$ cat config.mk
export PLATFORM = sky130hd
export DESIGN_NAME = bj_nextpc_unit
export DESIGN_NICKNAME = d
export VERILOG_FILES = /design/src/rtl/bj_pkg.sv /design/src/rtl/bj_cond.sv /design/src/rtl/bj_target.sv /design/src/rtl/bj_link.sv /design/src/rtl/bj_nextpc_unit.sv
export SDC_FILE = /design/constraint.sdc
export NUM_CORES = 1
export LEC_CHECK = 0
export ABC_CLOCK_PERIOD_IN_PS = 2900
export BUFFER_PORTS_ARGS = -buffer_cell sky130_fd_sc_hd__buf_2
export CAP_MARGIN = 10
export CORE_AREA = 2 2 109 111
export CTS_BUF_LIST = sky130_fd_sc_hd__clkbuf_4 sky130_fd_sc_hd__clkbuf_8
export DETAILED_ROUTE_END_ITERATION = 6
export DIE_AREA = 0 0 111 113
export GPL_TIMING_DRIVEN = 0
export PLACE_DENSITY = 0.78
export SYNTH_ARGS = -nofsm -noshare
export SYNTH_HDL_FRONTEND = slang
export SYNTH_SLANG_ARGS = --single-unit
$ cat constraint.sdc
create_clock -name clk -period 2.9 [get_ports clk]
set_clock_uncertainty 0.2 [all_clocks]
set_input_delay 0.725 -clock clk [delete_from_list [all_inputs] [get_ports clk]]
set_output_delay 0.725 -clock clk [all_outputs]
set_load 0.05 [all_outputs]
$ cat src/rtl/bj_pkg.sv
package bj_pkg;

   typedef enum logic [3:0] {
      BJ_NONE   = 4'd0,
      BJ_BEQ    = 4'd1,
      BJ_BNE    = 4'd2,
      BJ_BGEZ   = 4'd3,
      BJ_BGTZ   = 4'd4,
      BJ_BLEZ   = 4'd5,
      BJ_BLTZ   = 4'd6,
      BJ_BGEZL  = 4'd7,
      BJ_BLTZL  = 4'd8,
      BJ_JABS   = 4'd9,
      BJ_JABSL  = 4'd10,
      BJ_JREG   = 4'd11,
      BJ_JREGL  = 4'd12
   } bj_op_e;

   typedef enum logic [2:0] {
      CND_EQ  = 3'd0,
      CND_NE  = 3'd1,
      CND_GEZ = 3'd2,
      CND_GTZ = 3'd3,
      CND_LEZ = 3'd4,
      CND_LTZ = 3'd5
   } bj_cnd_e;

   typedef struct packed {
      logic    is_cond;
      logic    is_abs;
      logic    is_reg;
      logic    link_fix;
      logic    link_rd;
      bj_cnd_e cnd;
   } bj_ctl_t;

   function automatic bj_ctl_t bj_decode(input logic [3:0] code);
      bj_ctl_t c;
      c = '{is_cond: 1'b0, is_abs: 1'b0, is_reg: 1'b0,
            link_fix: 1'b0, link_rd: 1'b0, cnd: CND_EQ};
      case (code)
         BJ_BEQ:   begin c.is_cond = 1'b1; c.cnd = CND_EQ;  end
         BJ_BNE:   begin c.is_cond = 1'b1; c.cnd = CND_NE;  end
         BJ_BGEZ:  begin c.is_cond = 1'b1; c.cnd = CND_GEZ; end
         BJ_BGTZ:  begin c.is_cond = 1'b1; c.cnd = CND_GTZ; end
         BJ_BLEZ:  begin c.is_cond = 1'b1; c.cnd = CND_LEZ; end
         BJ_BLTZ:  begin c.is_cond = 1'b1; c.cnd = CND_LTZ; end
         BJ_BGEZL: begin c.is_cond = 1'b1; c.cnd = CND_GEZ; c.link_fix = 1'b1; end
         BJ_BLTZL: begin c.is_cond = 1'b1; c.cnd = CND_LTZ; c.link_fix = 1'b1; end
         BJ_JABS:  begin c.is_abs = 1'b1; end
         BJ_JABSL: begin c.is_abs = 1'b1; c.link_fix = 1'b1; end
         BJ_JREG:  begin c.is_reg = 1'b1; end
         BJ_JREGL: begin c.is_reg = 1'b1; c.link_rd = 1'b1; end
         default:  ;
      endcase
      return c;
   endfunction

endpackage

$ cat src/rtl/bj_cond.sv
module bj_cond
   import bj_pkg::*;
#(
   parameter int XLEN    = 32,
   parameter bit EQ_TREE = 1'b1
) (
   input  logic [XLEN-1:0] rs_val,
   input  logic [XLEN-1:0] rt_val,
   input  bj_cnd_e         cnd,
   output logic            holds
);

   localparam int SIGN_BIT = XLEN - 1;

   if (XLEN < 2) begin : g_bad_xlen
      $error("bj_cond: XLEN must be at least 2");
   end

   logic same;
   logic zero;
   logic neg;

   if (EQ_TREE) begin : g_eq_tree
      logic [XLEN-1:0] diff;
      assign diff = rs_val ^ rt_val;
      assign same = ~|diff;
   end else begin : g_eq_cmp
      assign same = (rs_val == rt_val);
   end

   assign zero = ~|rs_val;
   assign neg  = rs_val[SIGN_BIT];

   always_comb begin
      case (cnd)
         CND_EQ:  holds = same;
         CND_NE:  holds = ~same;
         CND_GEZ: holds = ~neg;
         CND_GTZ: holds = ~neg & ~zero;
         CND_LEZ: holds = neg | zero;
         CND_LTZ: holds = neg;
         default: holds = 1'b0;
      endcase
   end

endmodule

$ cat src/rtl/bj_target.sv
module bj_target
   import bj_pkg::*;
#(
   parameter int XLEN   = 32,
   parameter int OFF_W  = 16,
   parameter int JIDX_W = 26
) (
   input  bj_ctl_t           ctl,
   input  logic              cond_ok,
   input  logic [XLEN-1:0]   seq_pc,
   input  logic [XLEN-1:0]   rs_val,
   input  logic [OFF_W-1:0]  br_off,
   input  logic [JIDX_W-1:0] jmp_idx,
   output logic [XLEN-1:0]   npc,
   output logic              taken,
   output logic              misalign
);

   localparam int EXT_W = XLEN - OFF_W - 2;
   localparam int SEG_W = XLEN - JIDX_W - 2;

   if (EXT_W < 0) begin : g_bad_off
      $error("bj_target: OFF_W too wide for XLEN");
   end
   if (SEG_W < 1) begin : g_bad_seg
      $error("bj_target: JIDX_W leaves no region bits");
   end

   logic [XLEN-1:0] disp;
   logic [XLEN-1:0] br_tgt;
   logic [XLEN-1:0] abs_tgt;

   if (EXT_W > 0) begin : g_sext
      assign disp = {{EXT_W{br_off[OFF_W-1]}}, br_off, 2'b00};
   end else begin : g_nosext
      assign disp = {br_off, 2'b00};
   end

   assign br_tgt  = seq_pc + disp;
   assign abs_tgt = {seq_pc[XLEN-1 -: SEG_W], jmp_idx, 2'b00};

   always_comb begin
      npc      = seq_pc;
      taken    = 1'b0;
      misalign = 1'b0;
      if (ctl.is_cond) begin
         if (cond_ok) begin
            npc   = br_tgt;
            taken = 1'b1;
         end
      end else if (ctl.is_abs) begin
         npc   = abs_tgt;
         taken = 1'b1;
      end else if (ctl.is_reg) begin
         npc      = rs_val;
         taken    = 1'b1;
         misalign = |rs_val[1:0];
      end
   end

endmodule

$ cat src/rtl/bj_link.sv
module bj_link
   import bj_pkg::*;
#(
   parameter int XLEN     = 32,
   parameter int REG_W    = 5,
   parameter int LINK_REG = 31
) (
   input  bj_ctl_t          ctl,
   input  logic [XLEN-1:0]  seq_pc,
   input  logic [REG_W-1:0] rd_sel,
   output logic             we,
   output logic [XLEN-1:0]  val,
   output logic [REG_W-1:0] dst
);

   localparam logic [REG_W-1:0] FIX_DST = REG_W'(LINK_REG);

   if (LINK_REG >= (1 << REG_W)) begin : g_bad_link
      $error("bj_link: LINK_REG does not fit REG_W");
   end

   always_comb begin
      we  = ctl.link_fix | ctl.link_rd;
      val = '0;
      dst = '0;
      if (ctl.link_fix) begin
         val = seq_pc;
         dst = FIX_DST;
      end else if (ctl.link_rd) begin
         val = seq_pc;
         dst = rd_sel;
      end
   end

endmodule

$ cat src/rtl/bj_nextpc_unit.sv
module bj_nextpc_unit
   import bj_pkg::*;
#(
   parameter int XLEN     = 32,
   parameter int OFF_W    = 16,
   parameter int JIDX_W   = 26,
   parameter int REG_W    = 5,
   parameter int LINK_REG = 31,
   parameter bit EQ_TREE  = 1'b1
) (
   input  logic              clk,
   input  logic              rst_n,
   input  logic              in_valid,
   input  logic [3:0]        op,
   input  logic [XLEN-1:0]   seq_pc,
   input  logic [XLEN-1:0]   rs_val,
   input  logic [XLEN-1:0]   rt_val,
   input  logic [OFF_W-1:0]  br_off,
   input  logic [JIDX_W-1:0] jmp_idx,
   input  logic [REG_W-1:0]  rd_sel,
   output logic              out_valid,
   output logic [XLEN-1:0]   npc,
   output logic              taken,
   output logic              link_we,
   output logic [XLEN-1:0]   link_val,
   output logic [REG_W-1:0]  link_dst,
   output logic              addr_err
);

   bj_ctl_t         ctl;
   logic            cond_ok;
   logic [XLEN-1:0] npc_c;
   logic            taken_c;
   logic            mis_c;
   logic            lwe_c;
   logic [XLEN-1:0] lval_c;
   logic [REG_W-1:0] ldst_c;

   assign ctl = bj_decode(in_valid ? op : 4'(BJ_NONE));

   bj_cond #(.XLEN(XLEN), .EQ_TREE(EQ_TREE)) u_cond (
      .rs_val (rs_val),
      .rt_val (rt_val),
      .cnd    (ctl.cnd),
      .holds  (cond_ok)
   );

   bj_target #(.XLEN(XLEN), .OFF_W(OFF_W), .JIDX_W(JIDX_W)) u_tgt (
      .ctl      (ctl),
      .cond_ok  (cond_ok),
      .seq_pc   (seq_pc),
      .rs_val   (rs_val),
      .br_off   (br_off),
      .jmp_idx  (jmp_idx),
      .npc      (npc_c),
      .taken    (taken_c),
      .misalign (mis_c)
   );

   bj_link #(.XLEN(XLEN), .REG_W(REG_W), .LINK_REG(LINK_REG)) u_link (
      .ctl    (ctl),
      .seq_pc (seq_pc),
      .rd_sel (rd_sel),
      .we     (lwe_c),
      .val    (lval_c),
      .dst    (ldst_c)
   );

   always_ff @(posedge clk) begin
      if (!rst_n) begin
         out_valid <= 1'b0;
         npc       <= '0;
         taken     <= 1'b0;
         link_we   <= 1'b0;
         link_val  <= '0;
         link_dst  <= '0;
         addr_err  <= 1'b0;
      end else begin
         out_valid <= in_valid;
         npc       <= npc_c;
         taken     <= taken_c;
         link_we   <= lwe_c;
         link_val  <= lval_c;
         link_dst  <= ldst_c;
         addr_err  <= mis_c;
      end
   end

endmodule

After elaboration in Yosys (flattened, before gate mapping)
Index checks and enable logic that the tools add are counted.

Add/sub/neg operators: 1. Eq/ne operators: 17. Multiplexer cells: 20. Bitwise operators: 7. Reductions and logical operators: 13.

Operators with widths (count): two-way mux 32 bit (6); OR reduction 32 bit (2); adder 32 bit (1); bitwise XOR 32 bit (1); == test 4 bit, second input constant (5); == test 4 x 3 -> 1 bit, second input constant (4); one-hot mux 3 bit (5 select lines) (1); two-way mux 5 bit (2); OR reduction 2 bit (5); two-way mux 1 bit (9); == test 4 x 2 -> 1 bit, second input constant (2); OR reduction 8 bit (1); == test 3 x 2 -> 1 bit, second input constant (2); == test 3 bit, second input constant (2); one-hot mux 1 bit (6 select lines) (1); == test 4 x 1 -> 1 bit, second input constant (1); two-way mux 4 bit (1); OR reduction 4 bit (1); == test 3 x 1 -> 1 bit, second input constant (1); logical NOT 3 bit (1); inverter 1 bit (3); OR reduction 3 bit (1); logical NOT 1 bit (2); bitwise OR 1 bit (2); bitwise AND 1 bit (1).

Register bits after elaboration: 73. Input port bits: 150. Output and inout port bits: 73. Word-level logic and storage cells: 65.

Depth between registers and ports, before layout
Word-level depth: 8. Mapped depth: 12. Depth with buffers taken out: 12.

By module
A second synthesis with hierarchy kept.

Cell total of the unflattened synthesis: 701. Area total of the unflattened synthesis: 5859.4 µm².

By module, submodules not included: bj_target (instances 1, cells an instance 413, area each 2865.2 µm², sequential area each 0.0 µm²); bj_nextpc_unit (instances 1, cells an instance 180, area each 2138.3 µm², sequential area each 1461.4 µm²); bj_cond (instances 1, cells an instance 62, area each 498.0 µm², sequential area each 0.0 µm²); bj_link (instances 1, cells an instance 46, area each 357.8 µm², sequential area each 0.0 µm²).

Worst setup path before layout
Ideal clock, no wire load.

Path type: input to register. Start point: in seq_pc[2]. End point: reg npc[28]. Setup time: 112 ps. Arrival time: 2702 ps. Data required time: 2588 ps. Setup slack: -114 ps. Cell stages on the path: 12. Buffers on the path: 0. Cells stage by stage: ha_1 -> inv_1 -> fa_1 -> nor2b_1 -> o31a_1 -> o21ai_1 -> a21oi_1 -> o21ai_1 -> a31oi_1 -> mux2i_1 -> nor2_1 -> a2111oi_1.

Cells in the longest elaborated chain, start to end: 3.

Ends and longest elaborated chain: start: declaration (RTL line bj_nextpc_unit.sv:15) `input logic [XLEN-1:0] seq_pc,`; adder 32 bit (RTL line bj_target.sv:39) `assign br_tgt = seq_pc + disp;`; two-way mux 32 bit (RTL line bj_target.sv:47) `if (cond_ok) begin`; two-way mux 32 bit (RTL line bj_target.sv:46) `if (ctl.is_cond) begin`; end signal: assignment (RTL line bj_nextpc_unit.sv:80) `npc <= npc_c;`; end: declaration (RTL line bj_nextpc_unit.sv:22) `output logic [XLEN-1:0] npc,`.

No other way between the ends. A chain may end at the register's enable or synchronous reset.

Worst setup path after layout
Start point: in rs_val[5]. End point: reg npc[10].

Cells in the longest elaborated chain, start to end: 6. Elaborated cells between the ends (all ways): 10. Those cells by class: mux (3); bitwise (3); reduce/logical (4).

Ends and longest elaborated chain: start: declaration (RTL line bj_nextpc_unit.sv:16) `input logic [XLEN-1:0] rs_val,`; OR reduction 32 bit or bitwise XOR 32 bit (tied branches) (RTL line bj_cond.sv:31, bj_cond.sv:25); logical NOT 1 bit or OR reduction 32 bit (tied branches) (RTL line bj_cond.sv:31, bj_cond.sv:26); bitwise OR 1 bit or logical NOT 1 bit (tied branches) (RTL line bj_cond.sv:40, bj_cond.sv:26); one-hot mux 1 bit (6 select lines) (*) (RTL line bj_cond.sv:35) `case (cnd)`; two-way mux 32 bit (*) (RTL line bj_target.sv:47); two-way mux 32 bit (*) (RTL line bj_target.sv:46).

Mark *: on every way between the ends. The rest lies on a longest branch, timed or not.

==> flow_metrics.env <==
export IMPL_powerDensity_mw_per_mm2=417
export IMPL_rsz0062_at_grt="yes"
export IMPL_dpl_cell_area_mm2=0.00629
export IMPL_die_h_um=113
export IMPL_p_int_uw=1830
export IMPL_yosysWarnings=0
export IMPL_grt_met3_usage_pct=8.46
export IMPL_switching_share_pct=37.4
export IMPL_syn_area_mm2=0.00498
export IMPL_route_detailed_drc=0
export IMPL_area_delta_synth_final_pct=41.1
export IMPL_synthAdderAreaFrac_pct=7.69
export IMPL_synth_compound_area_share_pct=25.2
export IMPL_power_frac_comb_pct=39.5
export IMPL_grt_first_pass_wirelength_um=28100
export IMPL_critical_path_top_delay_family="simple AND/OR/NAND/NOR gates"
export IMPL_synth_top_family_by_area="compound AO/OA/AOI/OAI gates"
export IMPL_crit_path_top_delay_cell="mux2i_4"
export IMPL_dr_pass1_iters=5
export IMPL_multiInputGateArea_mm2=0.00368
export IMPL_yosys_area_share_simple_pct=19.2
export IMPL_synthXorXnorAreaFrac_pct=10.2
export IMPL_initial_core_util_pct=44.2
export IMPL_clockBufferDepth=2
export IMPL_syn_nets=766
export IMPL_avgViaCountPerCell=5.79
export IMPL_finalCritPeriodShare_pct=99.7
export IMPL_grt_pass1_vias=5333
export IMPL_cts_htree_levels=3
export IMPL_leakage_uw=0.00318
export IMPL_drt_iter0_drc=376
export IMPL_tns_ns=0
export IMPL_async_flop_share_pct=0
export IMPL_fmax_ghz=0.346
export IMPL_row_count=39
export IMPL_placeableCoreArea_mm2=0.0113
export IMPL_worstPathArrival_ns=2.96
export IMPL_path_cells="buf_2 -> xor2_1 -> nor4_4 -> nand4_1 -> nor2_2 -> mux2i_4 -> o21ai_4 -> buf_8 -> nand2_1 -> o21ai_1 -> a221oi_1"
export IMPL_cp_slowest_stage_delay_ns=0.32
export IMPL_switching_power_uw=1100
export IMPL_whs_ns=0.371
export IMPL_fin_total_pwr_uw=2930
export IMPL_slew_headroom_pct=53.1
export IMPL_post_synth_cell_area_avg_um2=8.49
export IMPL_die_area_mm2=0.0125
export IMPL_grtUsageTotal_pct=28.9
export IMPL_port_buffers=217
export IMPL_grt_max_degree=16
export IMPL_crit_buf_inv=2
export IMPL_status="finished clean"
export IMPL_ir_worst_vdd_v=0.000317
export IMPL_drive_gt1_share_pct=38.4
export IMPL_synth_distinct_cells=63
export IMPL_final_hold_violation_count=0
export IMPL_p_seq_share_pct=36.4
export IMPL_cts_buffers_inserted=9
export IMPL_max_cap_viol_count=0
export IMPL_fin_nets=1010
export IMPL_vias=5662
export IMPL_cp_end_kind="register"
export IMPL_cts_tree="built"
export IMPL_clkPwrFrac_pct=24.1
export IMPL_crit_type="input pin to register"
export IMPL_antenna_cells=0
export IMPL_synth_flop_cell="dfxtp_1"
export IMPL_maxSlewViolCount=0
export IMPL_post_drt_wl_per_cell_um=19.4
export IMPL_path_max_fanout=6
export IMPL_netlist_instances=586
export IMPL_dp_hpwl_um=14400
export IMPL_antenna_found_initial=0
export IMPL_use_met2_pct=48.0
export IMPL_synth_area_mux_share_pct=4.27
export IMPL_cp_start_kind="input pin"
export IMPL_globalRoute_totalOverflow=0
export IMPL_hp_class="input pin to register"
export IMPL_regArea_mm2=0.00146
export IMPL_stdcell_area_mm2=0.00702
export IMPL_cts_root_buf="clkbuf_8"
export IMPL_die_x_um=111
export IMPL_ys_seq_elements=73
export IMPL_tightest_slew_ns=0.703
export IMPL_crit_required_ns=2.97
export IMPL_drt_total_wl_um=19000
export IMPL_grt_util_met1_pct=36.0
export IMPL_final_util_pct=62.3
export IMPL_synth_edff_count=0
export IMPL_pin_count=223
export IMPL_grt_busiest_layer="met2"
export IMPL_place_congestion=0.940
export IMPL_seq_area_frac_synth_pct=29.4
export IMPL_cts_clk_slew_worst_paths_ns=0.08
export IMPL_cts_hold_buffers=0
export IMPL_min_period_ns=2.89
export IMPL_clock_sinks=73
export IMPL_fill_cells=998
export IMPL_setup_viol_count_final=0
export IMPL_final_antenna_net_count=0
routing by layer:
metal,share of wire (%),vias up
met5,0,-
met4,2.7,0
met3,8.8,41
met2,47,324
met1,41,2640
li1,-,2657
cell usage after synthesis (6+ instances only):
master	number	area, um^2
nor2_1	29	109
a221oi_1	42	368
dfxtp_1	73	1460
nand2b_1	6	37.5
mux2i_1	19	190
inv_1	11	41.3
o21a_1	10	75.1
xor2_1	41	359
nor4_1	15	93.8
o21ai_1	14	70.1
o21ai_0	11	55.1
nor2b_1	6	37.5
nand4_1	8	50.1
and2_1	32	200
xnor2_1	17	149
a31oi_1	8	50.1
clkbuf_1	27	101
nand2_1	54	203
nor3_1	9	45.0
ha_1	29	363
nand3_1	11	55.1
a21oi_1	40	200
a21o_1	15	113
path summary, 6_finish.rpt:
kind | from | to | slack, ns | depth (start not counted)
worst min-delay path | rd_sel[4] | link_dst[4] | 0.37 | 2
worst max-delay path | rs_val[5] | npc[10] | 0.009 | 11
power groups by stage:
| stage | Clock [uW] | Sequential (uW) | Combinational [uW] |
|---|---|---|---|
| after floorplan | 0 | 1270 | 508 |
| after global placement | 0 | 1090 | 1010 |
| after detailed placement | 0 | 1090 | 1020 |
| after CTS | 717 | 1060 | 1050 |
| after global routing | 768 | 1070 | 1240 |
| final | 705 | 1060 | 1160 |
cell type report:
| type | count | share of cell area (%) |
|---|---|---|
| multi-input combinational | 468 | 52.5 |
| clock buffer | 12 | 2.08 |
| tap | 143 | 2.55 |
| clock inverter | 4 | 0.285 |
| timing repair buffer | 233 | 18.7 |
| inverter | 11 | 0.588 |
| buffer | 34 | 2.55 |
| sequential | 73 | 20.8 |
metrics by stage:
stage	cells	setup slack (ns)
2_1_floorplan	586	0.00763
3_3_place_gp	946	-0.863
3_5_place_dp	946	-0.862
4_1_cts	969	-0.0392
5_1_grt	978	-0.0916
6_report	978	0.00910
sequential cells by signal, indices dropped and copies added (netlist names):
signal     flops
taken          1
link_val      32
addr_err       1
link_dst       5
out_valid      1
npc           32
link_we        1
logic make-up (layout without fill, tap and decap cells):
logic type                 count (synthesis)  after routing
adders and majority gates                 30             30
buffers and inverters                     46            294
and+or+nand+nor                          186            186
xor gates and xnor gates                  58             58
AOI/OAI and AO/OA                        172            173
DFF                                       73             73
muxes                                     21             21
timing repair:
item                       CTS  global route
setup endpoints to repair   31            33
pin swaps                   13            43
hold endpoints to repair     0             0
cloned                       0             4
resized for setup           18            74
setup buffers                7             6
cell usage in the layout, fill, tap and decap left out, types with 11 or more instances in the layout:
cell and count:
a21o_1 15, a21oi_1 38, a221oi_1 33, and2_1 32
buf_2 208, buf_4 16, clkbuf_1 22, dfxtp_1 73
ha_1 19, mux2i_1 17, nand2_1 54, nand3_1 11
nor2_1 27, nor4_1 11, o21ai_1 13, xnor2_1 17
xor2_1 38
Note: power is estimated with default switching activity, not from simulation.
